### config.mk
export PLATFORM = sky130hd
export DESIGN_NAME = vcmp_mask
export DESIGN_NICKNAME = d
export VERILOG_FILES = /design/src/rtl/vcmp_pkg.sv /design/src/rtl/vcmp_cmp.sv /design/src/rtl/vcmp_src_addr.sv /design/src/rtl/vcmp_ctrl.sv /design/src/rtl/vcmp_mask.sv
export SDC_FILE = /design/constraint.sdc
export NUM_CORES = 1
export LEC_CHECK = 0
export BUFFER_PORTS_ARGS = -buffer_cell sky130_fd_sc_hd__buf_2
export CORE_UTILIZATION = 49
export CTS_CLUSTER_DIAMETER = 50
export CTS_CLUSTER_SIZE = 10
export DETAILED_ROUTE_END_ITERATION = 8
export PLACE_DENSITY = 0.81
export SYNTH_ARGS = -nofsm -noshare
export SYNTH_HDL_FRONTEND = slang
export SYNTH_SLANG_ARGS = --single-unit
### constraint.sdc
create_clock -name clk_i -period 2.7 [get_ports clk_i]
set_input_delay 0.135 -clock clk_i [delete_from_list [all_inputs] [get_ports clk_i]]
set_output_delay 0.135 -clock clk_i [all_outputs]
set_load 0.01 [all_outputs]
### src/rtl/vcmp_pkg.sv
package vcmp_pkg;
  typedef enum logic [1:0] {
    CMP_EQ  = 2'b00,
    CMP_NE  = 2'b01,
    CMP_SLT = 2'b10,
    CMP_ULT = 2'b11
  } cmp_op_e;

  typedef enum logic [1:0] {
    ST_IDLE = 2'd0,
    ST_RUN  = 2'd1,
    ST_FIN  = 2'd2,
    ST_SCL  = 2'd3
  } vcmp_state_e;
endpackage

### src/rtl/vcmp_cmp.sv
module vcmp_cmp
  import vcmp_pkg::*;
#(
  parameter int unsigned W = 32
) (
  input  logic [W-1:0] a_i,
  input  logic [W-1:0] b_i,
  input  cmp_op_e      op_i,
  output logic         hit_o
);
  always_comb begin
    unique case (op_i)
      CMP_EQ:  hit_o = (a_i == b_i);
      CMP_NE:  hit_o = (a_i != b_i);
      CMP_SLT: hit_o = ($signed(a_i) < $signed(b_i));
      default: hit_o = (a_i < b_i);
    endcase
  end
endmodule

### src/rtl/vcmp_src_addr.sv
module vcmp_src_addr #(
  parameter int unsigned RIDW = 5,
  parameter int unsigned VLW  = 6
) (
  input  logic [RIDW-1:0] base_i,
  input  logic            vec_i,
  input  logic [VLW-1:0]  idx_i,
  output logic [RIDW-1:0] addr_o
);
  logic [RIDW-1:0] step;

  // register index wraps modulo the register count
  assign step   = RIDW'(idx_i);
  assign addr_o = vec_i ? base_i + step : base_i;
endmodule

### src/rtl/vcmp_ctrl.sv
module vcmp_ctrl
  import vcmp_pkg::*;
#(
  parameter int unsigned VLW = 6
) (
  input  logic           clk_i,
  input  logic           rst_ni,
  input  logic           start_i,
  input  logic [VLW-1:0] vl_i,
  input  logic           any_vec_i,
  output vcmp_state_e    state_o,
  output logic [VLW-1:0] idx_o,
  output logic           accept_o
);
  vcmp_state_e    state_q;
  logic [VLW-1:0] idx_q;
  logic [VLW-1:0] vl_q;
  logic           last;

  assign accept_o = (state_q == ST_IDLE) && start_i;
  assign last     = (idx_q == vl_q - VLW'(1));

  always_ff @(posedge clk_i or negedge rst_ni) begin
    if (!rst_ni) begin
      state_q <= ST_IDLE;
      idx_q   <= '0;
      vl_q    <= '0;
    end else begin
      unique case (state_q)
        ST_IDLE: begin
          if (start_i) begin
            idx_q <= '0;
            vl_q  <= vl_i;
            if (!any_vec_i)       state_q <= ST_SCL;
            else if (vl_i == '0)  state_q <= ST_FIN;
            else                  state_q <= ST_RUN;
          end
        end
        ST_RUN: begin
          idx_q <= idx_q + VLW'(1);
          if (last) state_q <= ST_FIN;
        end
        default: state_q <= ST_IDLE;
      endcase
    end
  end

  assign state_o = state_q;
  assign idx_o   = idx_q;
endmodule

### src/rtl/vcmp_mask.sv
module vcmp_mask
  import vcmp_pkg::*;
#(
  parameter int unsigned XLEN = 32,
  parameter int unsigned NREG = 32,
  localparam int unsigned VLW  = $clog2(XLEN + 1),
  localparam int unsigned RIDW = $clog2(NREG)
) (
  input  logic            clk_i,
  input  logic            rst_ni,
  input  logic            start_i,
  input  logic [1:0]      op_i,
  input  logic [VLW-1:0]  vl_i,
  input  logic [RIDW-1:0] src_base_a_i,
  input  logic            src_vec_a_i,
  input  logic [RIDW-1:0] src_base_b_i,
  input  logic            src_vec_b_i,
  input  logic [RIDW-1:0] tgt_i,
  input  logic [XLEN-1:0] pred_old_i,
  output logic            rd_en_o,
  output logic [RIDW-1:0] rd_addr_a_o,
  output logic [RIDW-1:0] rd_addr_b_o,
  input  logic [XLEN-1:0] rd_data_a_i,
  input  logic [XLEN-1:0] rd_data_b_i,
  output logic            busy_o,
  output logic            done_o,
  output logic            scalar_o,
  output logic            wr_en_o,
  output logic [RIDW-1:0] wr_addr_o,
  output logic [XLEN-1:0] wr_data_o
);
  localparam int unsigned NSRC = 2;

  vcmp_state_e     state;
  logic [VLW-1:0]  idx;
  logic            accept;
  logic            hit;
  cmp_op_e         op_q;
  logic [RIDW-1:0] tgt_q;
  logic [XLEN-1:0] acc_q;
  logic [RIDW-1:0] base_in [NSRC];
  logic            vec_in  [NSRC];
  logic [RIDW-1:0] base_q  [NSRC];
  logic            vec_q   [NSRC];
  logic [RIDW-1:0] addr    [NSRC];
  logic [XLEN-1:0] hit_vec;

  assign base_in[0] = src_base_a_i;
  assign base_in[1] = src_base_b_i;
  assign vec_in[0]  = src_vec_a_i;
  assign vec_in[1]  = src_vec_b_i;

  vcmp_ctrl #(.VLW(VLW)) u_ctrl (
    .clk_i     (clk_i),
    .rst_ni    (rst_ni),
    .start_i   (start_i),
    .vl_i      (vl_i),
    .any_vec_i (src_vec_a_i | src_vec_b_i),
    .state_o   (state),
    .idx_o     (idx),
    .accept_o  (accept)
  );

  for (genvar g = 0; g < NSRC; g++) begin : g_src
    always_ff @(posedge clk_i or negedge rst_ni) begin
      if (!rst_ni) begin
        base_q[g] <= '0;
        vec_q[g]  <= 1'b0;
      end else if (accept) begin
        base_q[g] <= base_in[g];
        vec_q[g]  <= vec_in[g];
      end
    end

    vcmp_src_addr #(.RIDW(RIDW), .VLW(VLW)) u_addr (
      .base_i (base_q[g]),
      .vec_i  (vec_q[g]),
      .idx_i  (idx),
      .addr_o (addr[g])
    );
  end

  vcmp_cmp #(.W(XLEN)) u_cmp (
    .a_i   (rd_data_a_i),
    .b_i   (rd_data_b_i),
    .op_i  (op_q),
    .hit_o (hit)
  );

  assign hit_vec = {{(XLEN-1){1'b0}}, hit} << idx;

  always_ff @(posedge clk_i or negedge rst_ni) begin
    if (!rst_ni) begin
      op_q  <= CMP_EQ;
      tgt_q <= '0;
      acc_q <= '0;
    end else if (accept) begin
      op_q  <= cmp_op_e'(op_i);
      tgt_q <= tgt_i;
      acc_q <= pred_old_i;
    end else if (state == ST_RUN) begin
      acc_q <= acc_q | hit_vec;
    end
  end

  assign rd_en_o     = (state == ST_RUN);
  assign rd_addr_a_o = addr[0];
  assign rd_addr_b_o = addr[1];
  assign busy_o      = (state != ST_IDLE);
  assign done_o      = (state == ST_FIN) || (state == ST_SCL);
  assign scalar_o    = (state == ST_SCL);
  assign wr_en_o     = (state == ST_FIN);
  assign wr_addr_o   = tgt_q;
  assign wr_data_o   = acc_q;
endmodule

# After elaboration in Yosys (flattened, before gate mapping)

Index checks and enable logic that the tools add are counted.

Register bits after elaboration: 65
Bits in latches: 0
Memory bits (writable): 0
ROM bits: 0
Input port bits: 124
Output and inout bits: 52
Word-level logic and storage cells: 52
Memories: 0

$add $sub $neg: 4
Multiply operators: 0
Div/mod/pow operators: 0
Magnitude comparators: 2
Equal/unequal tests: 10
Shifts and indexed selects: 1
Mux-type cells: 12
Bitwise operators: 2
Reductions and logical operators: 11

Operator list:

| operator                                                                 | number |
|---|---|
| 32-bit less-than comparator                                              | 2 |
| 32-bit 2-to-1 mux                                                        | 2 |
| 32-bit equality test                                                     | 1 |
| 32-bit inequality test                                                   | 1 |
| 32-bit bitwise OR                                                        | 1 |
| 1-bit by 6-bit << shifter with 32-bit output                             | 1 |
| 6-bit case mux with 2 select lines                                       | 1 |
| 5-bit adder                                                              | 2 |
| 5-bit 2-to-1 mux                                                         | 2 |
| 2-bit 2-to-1 mux                                                         | 4 |
| 6-bit by 1-bit adder with 6-bit output (second input constant)           | 1 |
| 2-bit equality test (second input constant)                              | 3 |
| 6-bit equality test                                                      | 1 |
| 6-bit logical NOT                                                        | 1 |
| 6-bit 2-to-1 mux                                                         | 1 |
| 2-bit AND reduction                                                      | 3 |
| 2-bit nonzero test                                                       | 3 |
| 6-bit by 1-bit subtractor with 6-bit output (second input constant)      | 1 |
| 2-bit by 1-bit equality test with 1-bit output (second input constant)   | 2 |
| 2-bit logical NOT                                                        | 2 |
| 2-bit case mux with 2 select lines                                       | 1 |
| 1-bit case mux with 3 select lines                                       | 1 |
| 2-bit by 1-bit inequality test with 1-bit output (second input constant) | 1 |
| 2-bit inequality test (second input constant)                            | 1 |
| 3 further kinds                                                          | 3 |

# Depth between registers and ports, before layout

Gate-level depths: netlist (run 1).

Word-level depth: 6
Depth in mapped cells: 10
Mapped depth without buffers: 9

# Cells and area by module

A second synthesis (run 1) with hierarchy kept.

Cell total of the unflattened synthesis: 428
Area total of the unflattened synthesis: 4376.7 µm²

Modules (own cells, without submodules):

| module        | instances | cells each | area an instance (µm²) | sequential area each (µm²) |
|---|---|---|---|---|
| vcmp_mask     | 1         | 166        | 2217.1                 | 1276.2 |
| vcmp_cmp      | 1         | 120        | 873.3                  | 0.0 |
| vcmp_ctrl     | 1         | 80         | 773.2                  | 350.3 |
| vcmp_src_addr | 2         | 31         | 256.5                  | 0.0 |

# Worst setup path before layout (run 1)

No wires, ideal clock.

Kind: input port to flip-flop
Start point: input port rd_data_b_i[31]
End point: register acc_q[21], in the netlist wr_data_o[21]
Setup time: 110 ps
Arrival time: 2234 ps
Data required time: 2590 ps
Path slack: 356 ps
Stages on the path: 10
Path buffers: 1
Cells stage by stage: inv_1 -> ha_1 -> nand4_2 -> nor4_2 -> nand4_1 -> nor4_2 -> mux2i_1 -> a211oi_4 -> buf_6 -> o41ai_1

Cells in the longest elaborated chain, start to end: 6
Elaborated cells between the ends (all ways): 9
Classes of those cells: 2 x order compare; 2 x eq/ne; 1 x shift; 3 x mux; 1 x bitwise

Ends and longest elaborated chain:

| element                                                   | line             | RTL |
|---|---|---|
| from (decl)                                               | vcmp_mask.sv:24  | `input logic [XLEN-1:0] rd_data_b_i,` |
| 32-bit less-than comparator, or another cell as far along | vcmp_cmp.sv:16   | `default: hit_o = (a_i < b_i);` |
| 1-bit case mux with 3 select lines (*)                    | vcmp_cmp.sv:12   | `unique case (op_i)` |
| 1-bit by 6-bit << shifter with 32-bit output (*)          | vcmp_mask.sv:90  | `assign hit_vec = {{(XLEN-1){1'b0}}, hit} << idx;` |
| 32-bit bitwise OR (*)                                     | vcmp_mask.sv:102 | `acc_q <= acc_q \| hit_vec;` |
| 32-bit 2-to-1 mux (*)                                     | vcmp_mask.sv:101 | `end else if (state == ST_RUN) begin` |
| 32-bit 2-to-1 mux (*)                                     | vcmp_mask.sv:97  | `end else if (accept) begin` |
| to (signal assigned)                                      | vcmp_mask.sv:100 | `acc_q <= pred_old_i;` |
| to (signal assigned)                                      | vcmp_mask.sv:102 |  |
| to (decl)                                                 | vcmp_mask.sv:40  | `logic [XLEN-1:0] acc_q;` |

Every way passes the cells marked *; elsewhere a longest branch is shown, timed or not. The select of a mux whose other input is x is not followed.
A chain may end at the register's enable or synchronous reset.

# Worst setup path after layout (run 1)

Start point: input port rd_data_b_i[27]
End point: register acc_q[17], in the netlist wr_data_o[17]

The elaborated chain is that of the path after synthesis.

==> results of run 1 <==
-- path summary, 6_finish.rpt --
| path | startpoint | endpoint | slack [ns] | cells past startpoint |
|---|---|---|---|---|
| min | pred_old_i[2] | wr_data_o[2]$_DFFE_PN0P_ | 0.01 | 3 |
| max in group asynchronous | rst_ni | base_q[7]$_DFFE_PN0P_ | 1.63 | 3 |
| min in group asynchronous | rst_ni | wr_data_o[12]$_DFFE_PN0P_ | 0.51 | 3 |
| max | rd_data_b_i[27] | wr_data_o[17]$_DFFE_PN0P_ | 0.31 | 11 |
| min reg2reg | wr_addr_o[0]$_DFFE_PN0P_ | wr_addr_o[0]$_DFFE_PN0P_ | 0.47 | 2 |
| max reg2reg | op_q[1]$_DFFE_PN0P_ | wr_data_o[17]$_DFFE_PN0P_ | 0.51 | 7 |
-- critical path, stage by stage --
cell and delay (ns):
buf_2 0.08, inv_1 0.03, ha_1 0.31, nand4_1 0.17, nor4_2 0.32, nand4_1 0.14
nor4_2 0.41, mux2i_1 0.33, a211oi_4 0.07, buf_12 0.19, o41ai_1 0.40
-- flip-flops by register name, indices dropped and copies added (netlist names) --
register and cells:
wr_data_o 32, base_q 10, u_ctrl.idx_o 6, u_ctrl.vl_q 6, wr_addr_o 5, op_q 2, u_ctrl.state_o 2, vec_q 2
-- cells in the mapped netlist (3+ instances only) --
| library cell | instances |
|---|---|
| nand3_1 | 13 |
| mux2i_1 | 36 |
| nand2b_1 | 4 |
| or3_1 | 7 |
| nand4_1 | 10 |
| dfrtp_1 | 65 |
| o21ai_2 | 10 |
| a21oi_1 | 25 |
| clkbuf_1 | 22 |
| buf_6 | 3 |
| a21o_1 | 5 |
| inv_1 | 47 |
| o31ai_1 | 4 |
| xor2_1 | 4 |
| xnor2_1 | 11 |
| nor2_1 | 12 |
| ha_1 | 42 |
| nand2_1 | 86 |
| mux2_2 | 6 |
| o21ai_0 | 17 |
| nor3_1 | 6 |
| o41ai_1 | 18 |
| nor2b_1 | 3 |
-- layer usage --
layer	track usage (%)	share of wire [%]	wire [um]	vias to the layer above
met1	31.2	42	4920	1956
met2	44.7	49	5660	183
met3	5.37	7.0	817	27
li1	-	-	-	2048
met4	10.6	2.1	245	0
met5	0	0	0	-
-- cells by family (layout without fill, tap and decap cells) --
| kind of cell | after synthesis | after routing | share of synthesized area [%] |
|---|---|---|---|
| adder cells (fa/ha/maj) | 44 | 44 | 13.0 |
| multiplexers | 42 | 42 | 9.82 |
| AND/OR/NAND/NOR | 153 | 153 | 16.3 |
| XOR/XNOR | 15 | 15 | 3.02 |
| AO/OA/AOI/OAI | 87 | 87 | 13.6 |
| buffers and inverters | 74 | 266 | 6.89 |
| flip-flops | 65 | 65 | 37.3 |
-- final cells by class --
| type | count | area (sq um) | share of cell area (%) |
|---|---|---|---|
| Sequential cell | 65 | 1630 | 28.3 |
| Timing Repair Buffer | 203 | 1160 | 20.2 |
| Multi-Input combinational cell | 341 | 2430 | 42.2 |
| Inverter | 47 | 176 | 3.06 |
| Clock buffer | 10 | 138 | 2.39 |
| Tap cell | 108 | 135 | 2.35 |
| Clock inverter | 6 | 90.1 | 1.56 |
-- power by group through the flow --
stage          clock network (mW)  logic [mW]  registers [mW]
2_1_floorplan                   0        1.93            1.84
3_3_place_gp                    0        2.88            1.80
3_5_place_dp                    0        3.00            1.80
4_1_cts                     0.965        3.04            1.80
5_1_grt                     0.999        3.34            1.86
6_report                    0.944        3.02            1.80
==> flow_metrics.tcl, run 1 <==
set metrics [dict create \
    crit_type "input pin to flop" \
    post-route-period-util_pct 88.6 \
    numCtsBuffers 9 \
    setup_ws_ns 0.309 \
    pin_count 176 \
    worstMarginPinSlew_ns 0.946 \
    dpl.cell_count 744 \
    syn_to_final_growth_pct 32.2 \
    numClockSinks 65 \
    yosysUniqueCellTypes 40 \
    finalSetupViolCount 0 \
    fp.coreArea_sq_um 8680 \
    ant_nets 0 \
    synthesis.area_sq_um 4360 \
    pre_cts_ws_ns -0.0353 \
    synth_top_area_share_pct 37.3 \
    synthArstFlopShare_pct 100 \
    yosysTopAreaCell "dfrtp_1" \
    ys.flop_type "dfrtp_1" \
    rsz0062_at_grt "false" \
    postCtsHoldBufs 20 \
    setup.worst_path.end_class "flop" \
    clkSlewWorstSetupHoldPaths_ns 0.08 \
    fp.dieW_um 96.3 \
    post-route-util_pct 66.3 \
    drive_above_1_share_pct 33.0 \
    post_dp_cell_area_sq_um 5330 \
    hp-class "input pin to flop" \
    relSlewSlack_pct 36.8 \
    finalMaxSlewViolations 0 \
    yosysWarnings 0 \
    synth_edf_count 0 \
    cts_setup_buffers 0 \
    grt_pass1_vias 4005 \
    dp_hpwl_um 8740 \
    yosys_register_bits 65 \
    cp-start-kind "input pin" \
    grt_max_degree 66 \
    p_leak_nw 2.99 \
    die_area_sq_um 9270 \
    status "complete, no violations" \
    finalHoldViolCount 0 \
    cap_violations 0 \
    worst-path-max-fanout 32 \
    final_cell_area_sq_um 5760 \
    final_cell_mix "buf_2, nand2_1, dfrtp_1" \
    gp_congestion 0.840 \
    final.setup_skew_ns 0.00951 \
    firstDrtPassIters 5 \
    final_common_cell "buf_2" \
    fillCellCount 707 \
    antenna_found_initial 0 \
    vias_per_cell 5.40 \
    finalHoldWorstSlack_ns 0.0124 \
    cts_tree "done" \
    seqPwrFrac_pct 31.3 \
    power_frac_clock_pct 16.4 \
    internal_power_mw 3.31 \
    grt_pass1_wl_um 18100 \
    wl_um 11600 \
    htreeDepth 3 \
    power_density_nw_per_um2 1000 \
    worst_ir_drop_vdd_mv 0.542 \
    insertion_delay_ns 0.35 \
    dr.first_iter.drc_count 152 \
    cp.required_ns 2.92 \
    vias 4214 \
    power_mw 5.76 \
    stdcell_count 780 \
    numPortBuffers 175 \
    cts-root-buf "clkbuf_8" \
    synth_fp_nets 648 \
    drc 0 \
    die_h_um 96.3 \
    p_sw_share_pct 42.6 \
    min_period_ns 2.39 \
    p_comb_share_pct 52.3 \
    final_nets 835 \
    cts_buffer_depth 2 \
    antennaDiodeCount 0 \
    track_usage_pct 25.9 \
    postCtsResizedCells 0 \
    initial_core_util_pct 50.2 \
    wire_per_inst_um 14.9 \
    avgSynthCellArea_sq_um 9.07 \
    synth-seq-area-share_pct 37.3 \
    netlist_instances 480 \
    p_sw_mw 2.45 \
    overflow 0 \
    fin_setup_tns_ns 0 \
    worst_ep_arrival_time_ns 2.61 \
    placementRows 34 \
    yosys-top-cells-area "dfrtp_1, ha_1, mux2i_1" \
    fmax_mhz 418 \
]
Power figures use the tool's default switching activity.
==> run 2: changes to the inputs <==
Settings changed: SYNTH_HIERARCHICAL set to 1.
==> run 2 against run 1 <==
Clock power down 11%. Final area down 2.7%. Clock skew down 0.00093 ns. Critical path depth down 4. Largest power group unchanged. Sequential share of layout area up 0.80 points. Maximum frequency up 0.37%. Non-clock buffer count down 20. Largest cell class unchanged. Worst setup slack better by 0.0088 ns. Synthesized area up 0.49%. Highest routed layer unchanged. Global-route usage down 2.2 points.
==> flow_metrics.tcl, run 2 <==
set metrics [dict create \
    postCtsHoldBufs 2 \
    synth_most_common_cell "dfrtp_1" \
    met2_usage_pct 42.8 \
    grt_max_degree 49 \
    syn_to_final_growth_pct 27.9 \
    yosys-top-cells-area "dfrtp_1, ha_1, mux2i_1" \
    hp-class "input pin to flop" \
    antennaDiodeCount 0 \
    yosysUniqueCellTypes 58 \
    avgSynthCellArea_sq_um 10.2 \
    power_density_nw_per_um2 1000 \
    holdPathEnd "wr_data_o[1]$_DFFE_PN0P_" \
    fmax_mhz 420 \
    final_cell_mix "buf_2, dfrtp_1, inv_1" \
    netlist_instances 428 \
    rsz0062_at_grt "false" \
    drc 0 \
    placementRows 34 \
    wire_per_inst_um 15.3 \
    gp_congestion 0.849 \
    grt_pass1_wl_um 16800 \
    cp-start-kind "flop" \
    grt_pass1_vias 3802 \
    worst_ep_arrival_time_ns 2.25 \
    synth_common_cells "dfrtp_1, inv_1, ha_1" \
    firstDrtPassIters 4 \
    grtUsageMet1_pct 28.1 \
    vias 3909 \
    clkSlewWorstSetupHoldPaths_ns 0.08 \
    ant_nets 0 \
    top_usage_layer "met2" \
    cts_buffer_depth 2 \
    largest_reg_flops 32 \
    p_leak_nw 2.75 \
    postCtsResizedCells 0 \
    synth-seq-area-share_pct 37.2 \
    numCtsBuffers 9 \
    numClockSinks 65 \
    hold_depth 3 \
    setup.worst_path.end_class "output pin" \
    insertion_delay_ns 0.34 \
    worstMarginPinSlew_ns 0.827 \
    cap_violations 0 \
    worst_ir_drop_vdd_mv 0.656 \
    pre_cts_ws_ns 0.00680 \
    timing.rr.start "u_ctrl/vl_q[0]$_DFFE_PN0P_" \
    final_nets 776 \
    status "complete, no violations" \
    relSlewSlack_pct 44.9 \
    setup_ws_ns 0.318 \
    dr.first_iter.drc_count 172 \
    worst_hold_startpoint "pred_old_i[1]" \
    pin_count 176 \
    min_period_ns 2.38 \
    yosys_register_bits 65 \
    track_usage_pct 23.7 \
    finalSetupViolCount 0 \
    wl_um 11000 \
    yosysTopAreaCell "dfrtp_1" \
    ys.flop_type "dfrtp_1" \
    vias_per_cell 5.42 \
    synthesis.area_sq_um 4380 \
    final_common_cell "buf_2" \
    cts-root-buf "clkbuf_8" \
    dp_hpwl_um 8760 \
    r2r_end "u_ctrl/state_o[1]$_DFFE_PN0P_" \
    cts_tree "done" \
    reg2reg_setup_slack_ns 0.70 \
    synth_edf_count 0 \
    htreeDepth 3 \
    synth_top_area_share_pct 37.2 \
    fp.dieW_um 96.5 \
    synthArstFlopShare_pct 100 \
    fin_setup_tns_ns 0 \
    overflow 0 \
    r2r_cells 4 \
    post-route-period-util_pct 88.2 \
    fp.coreArea_sq_um 8680 \
    die_area_sq_um 9310 \
    use_met3_pct 5.40 \
    drive_above_1_share_pct 39.6 \
    cp.required_ns 2.57 \
    finalHoldViolCount 0 \
    crit_type "flop to output pin" \
    antenna_found_initial 0 \
    initial_core_util_pct 50.4 \
    cts_setup_buffers 0 \
    die_h_um 96.5 \
    finalMaxSlewViolations 0 \
    synth_fp_nets 596 \
    yosysWarnings 6 \
    worst-path-max-fanout 3 \
    numPortBuffers 175 \
    finalHoldWorstSlack_ns 0.0197 \
    final.setup_skew_ns 0.00859 \
]
[run 2: critical path, cell delays in order (launching register included)]
cell and delay, ns:
dfrtp_1 0.41, ha_1 0.20, inv_1 0.06, fa_1 0.39
and2b_1 0.28, o22ai_1 0.12, o311ai_1 0.27, buf_2 0.18
[run 2: layout make-up]
class                      instances  area (sq um)
clock buffer                       9           124
clock inverter                     7          78.8
fill                             700          3080
inverter                          47           176
multi-input combinational        302          2500
sequential                        65          1630
tap                              108           135
timing repair buffer             183           953
[run 2: worst max path at each step]
| stage | cells after the start | start | slack (ns) | end |
|---|---|---|---|---|
| 2_1_floorplan | 12 | rd_data_b_i[1] | 0.44 | wr_data_o[23]$_DFFE_PN0P_ |
| 3_3_place_gp | 11 | rd_data_a_i[1] | 0.17 | wr_data_o[23]$_DFFE_PN0P_ |
| 3_5_place_dp | 12 | rd_data_b_i[30] | 0.007 | wr_data_o[12]$_DFFE_PN0P_ |
| 4_1_cts | 7 | u_ctrl/idx_o[0]$_DFFE_PN0P_ | 0.32 | rd_addr_a_o[4] |
| 5_1_grt | 6 | u_ctrl/idx_o[2]$_DFFE_PN0P_ | 0.16 | rd_addr_b_o[4] |
| 6_report | 7 | u_ctrl/idx_o[0]$_DFFE_PN0P_ | 0.32 | rd_addr_a_o[4] |
[run 2: through the flow]
stage / cell area, sq um / util (%) / power (mW) / instances
6_report: 5600 / 64.5 / 5.60 / 721
5_1_grt: 5600 / 64.5 / 6.07 / 721
4_1_cts: 5600 / 64.5 / 5.64 / 721
3_5_place_dp: 5380 / 62.0 / 4.78 / 703
3_3_place_gp: 5380 / 62.0 / 4.63 / 703
2_1_floorplan: 4380 / - / 3.75 / 428
[run 2: cells by family after synthesis]
| group | synth area share (%) |
|---|---|
| compound gates | 14.0 |
| xor+xnor | 2.20 |
| fa+ha+maj | 12.9 |
| buf+inv | 5.72 |
| flops | 37.2 |
| mux | 15.2 |
| simple gates | 12.8 |
[run 2: routing by layer]
layer / share of wire, % / vias to the layer above
met1: 41 / 1843
met4: 1.1 / 0
li1: - / 1919
met2: 52 / 135
met5: 0 / -
met3: 6.4 / 12
[run 2: where the power goes]
group	switching, mW	total, mW	internal [mW]
Clock	0.401	0.837	0.436
Sequential	0.452	1.90	1.44
Combinational	1.49	2.87	1.38
==> run 3: changes to the inputs <==
Settings changed: MAX_ROUTING_LAYER set to met4.
==> run 3 against run 2 <==
Clock skew decreased by 0.0024 ns. Maximum frequency about the same. Sequential power about the same. Wire length increased by 0.16%. Worst hold slack got worse by 0.0040 ns. Clock-buffer cell count unchanged. Core utilization unchanged. Power increased by 0.17%. Register-to-register slack about the same. Global-route usage increased by 0.56 points. Largest cell class unchanged. Largest power group unchanged.
==> flow_metrics.tcl, run 3 (synthesis results as in run 2) <==
set metrics [dict create \
    timing.rr.start "u_ctrl/vl_q[0]$_DFFE_PN0P_" \
    die_area_sq_um 9310 \
    dr.first_iter.drc_count 200 \
    final_cell_area_sq_um 5600 \
    seqPwrFrac_pct 33.8 \
    cp.required_ns 2.57 \
    cts-root-buf "clkbuf_8" \
    wl_um 11000 \
    final.setup_skew_ns 0.00615 \
    wire_per_inst_um 15.3 \
    fp.coreArea_sq_um 8680 \
    largest_reg_flops 32 \
    final_cell_mix "buf_2, dfrtp_1, inv_1" \
    holdPathEnd "wr_data_o[1]$_DFFE_PN0P_" \
    worst_ir_drop_vdd_mv 0.656 \
    min_period_ns 2.38 \
    rsz0062_at_grt "false" \
    grt_pass1_wl_um 16800 \
    initial_core_util_pct 50.4 \
    status "complete, no violations" \
    cp-start-kind "flop" \
    firstDrtPassIters 4 \
    worst-path-max-fanout 17 \
    antenna_found_initial 0 \
    worstMarginPinSlew_ns 0.838 \
    reg2reg_setup_slack_ns 0.71 \
    track_usage_pct 24.2 \
    drc 0 \
    antennaDiodeCount 0 \
    drive_above_1_share_pct 39.6 \
    hp-class "input pin to flop" \
    grt_pass1_vias 3812 \
    final_nets 776 \
    dp_hpwl_um 8760 \
    placementRows 34 \
    overflow 0 \
    relSlewSlack_pct 44.2 \
    numClockSinks 65 \
    cts_tree "done" \
    post-route-period-util_pct 88.3 \
    vias 3932 \
    fin_setup_tns_ns 0 \
    fillCellCount 700 \
    r2r_cells 4 \
    vias_per_cell 5.45 \
    syn_to_final_growth_pct 27.9 \
    numCtsBuffers 9 \
    cap_violations 0 \
    worst_hold_startpoint "pred_old_i[1]" \
    p_leak_nw 2.75 \
    p_sw_mw 2.35 \
    finalHoldViolCount 0 \
    r2r_end "u_ctrl/state_o[1]$_DFFE_PN0P_" \
    finalMaxSlewViolations 0 \
    power_frac_clock_pct 14.9 \
    crit_type "flop to output pin" \
    grt_max_degree 49 \
    p_sw_share_pct 41.9 \
    internal_power_mw 3.26 \
    ant_nets 0 \
    p_comb_share_pct 51.3 \
    gp_congestion 0.863 \
    cts_buffer_depth 2 \
    power_density_nw_per_um2 1000 \
    htreeDepth 3 \
    fp.dieW_um 96.5 \
    insertion_delay_ns 0.34 \
    final_common_cell "buf_2" \
    finalSetupViolCount 0 \
    numPortBuffers 175 \
    setup.worst_path.end_class "output pin" \
    die_h_um 96.5 \
    fmax_mhz 420 \
    pin_count 176 \
    clkSlewWorstSetupHoldPaths_ns 0.08 \
    post_dp_cell_area_sq_um 5380 \
    worst_ep_arrival_time_ns 2.25 \
    hold_depth 3 \
]
run 3: cell counts in the layout (fill, tap and decap cells not counted):
No cell type changed its count.
run 3: power groups by stage:
stage                     Combinational, mW  Clock, mW  Sequential, mW
after floorplan                        1.81          0            1.94
after global placement                 2.75          0            1.88
after detailed placement               2.87          0            1.92
after CTS                              2.88      0.859            1.90
after global routing                   3.21      0.902            1.96
final                                  2.88      0.839            1.90
run 3: area by class of cell:
cell class	instances	area (sq um)	share of cell area, %
Sequential cell	65	1630	29.1
Tap cell	108	135	2.41
Inverter	47	176	3.15
Timing Repair Buffer	183	953	17.0
Clock inverter	7	78.8	1.41
Clock buffer	9	124	2.21
Multi-Input combinational cell	302	2500	44.7
run 3: timing repair:
| action | in CTS | in global routing |
|---|---|---|
| buffers inserted | 0 | 0 |
| gates resized for setup | 0 | 0 |
| hold endpoints to repair | 36 | 0 |
| hold buffers | 2 | 0 |
run 3: worst max path at each step:
| stage | from | to | slack [ns] |
|---|---|---|---|
| after detailed placement | rd_data_b_i[30] | wr_data_o[12]$_DFFE_PN0P_ | 0.007 |
| after CTS | u_ctrl/idx_o[0]$_DFFE_PN0P_ | rd_addr_a_o[4] | 0.32 |
| after global placement | rd_data_a_i[1] | wr_data_o[23]$_DFFE_PN0P_ | 0.17 |
| after global routing | u_ctrl/idx_o[2]$_DFFE_PN0P_ | rd_addr_b_o[4] | 0.17 |
| after floorplan | rd_data_b_i[1] | wr_data_o[23]$_DFFE_PN0P_ | 0.44 |
| final | u_ctrl/idx_o[2]$_DFFE_PN0P_ | rd_addr_b_o[4] | 0.32 |
run 3: per-stage QoR:
step	setup slack, ns	hold slack [ns]	instances	util, %	power (mW)
after floorplan	0.437	-0.161	428	-	3.75
after global placement	0.168	0.272	703	62.0	4.63
after detailed placement	0.00680	0.281	703	62.0	4.78
after CTS	0.323	0.00950	721	64.5	5.64
after global routing	0.166	0.0113	721	64.5	6.07
final	0.317	0.0157	721	64.5	5.61
run 3: worst max-delay path, cell delays in order, from the launching register on:
cell and delay [ns]:
dfrtp_1 0.67, ha_1 0.37, and2b_1 0.22, o2111ai_1 0.24
o311ai_1 0.15, o311ai_1 0.09, buf_2 0.18
run 3: metal layers:
layer	part of all wire [%]	vias to the layer above	global-route usage [%]	routed length, um
li1	-	1922	-	-
met1	41	1840	27.7	4490
met2	51	154	43.0	5630
met3	7.2	16	5.71	795
met4	1.0	0	5.39	110
met5	0	-	-	0
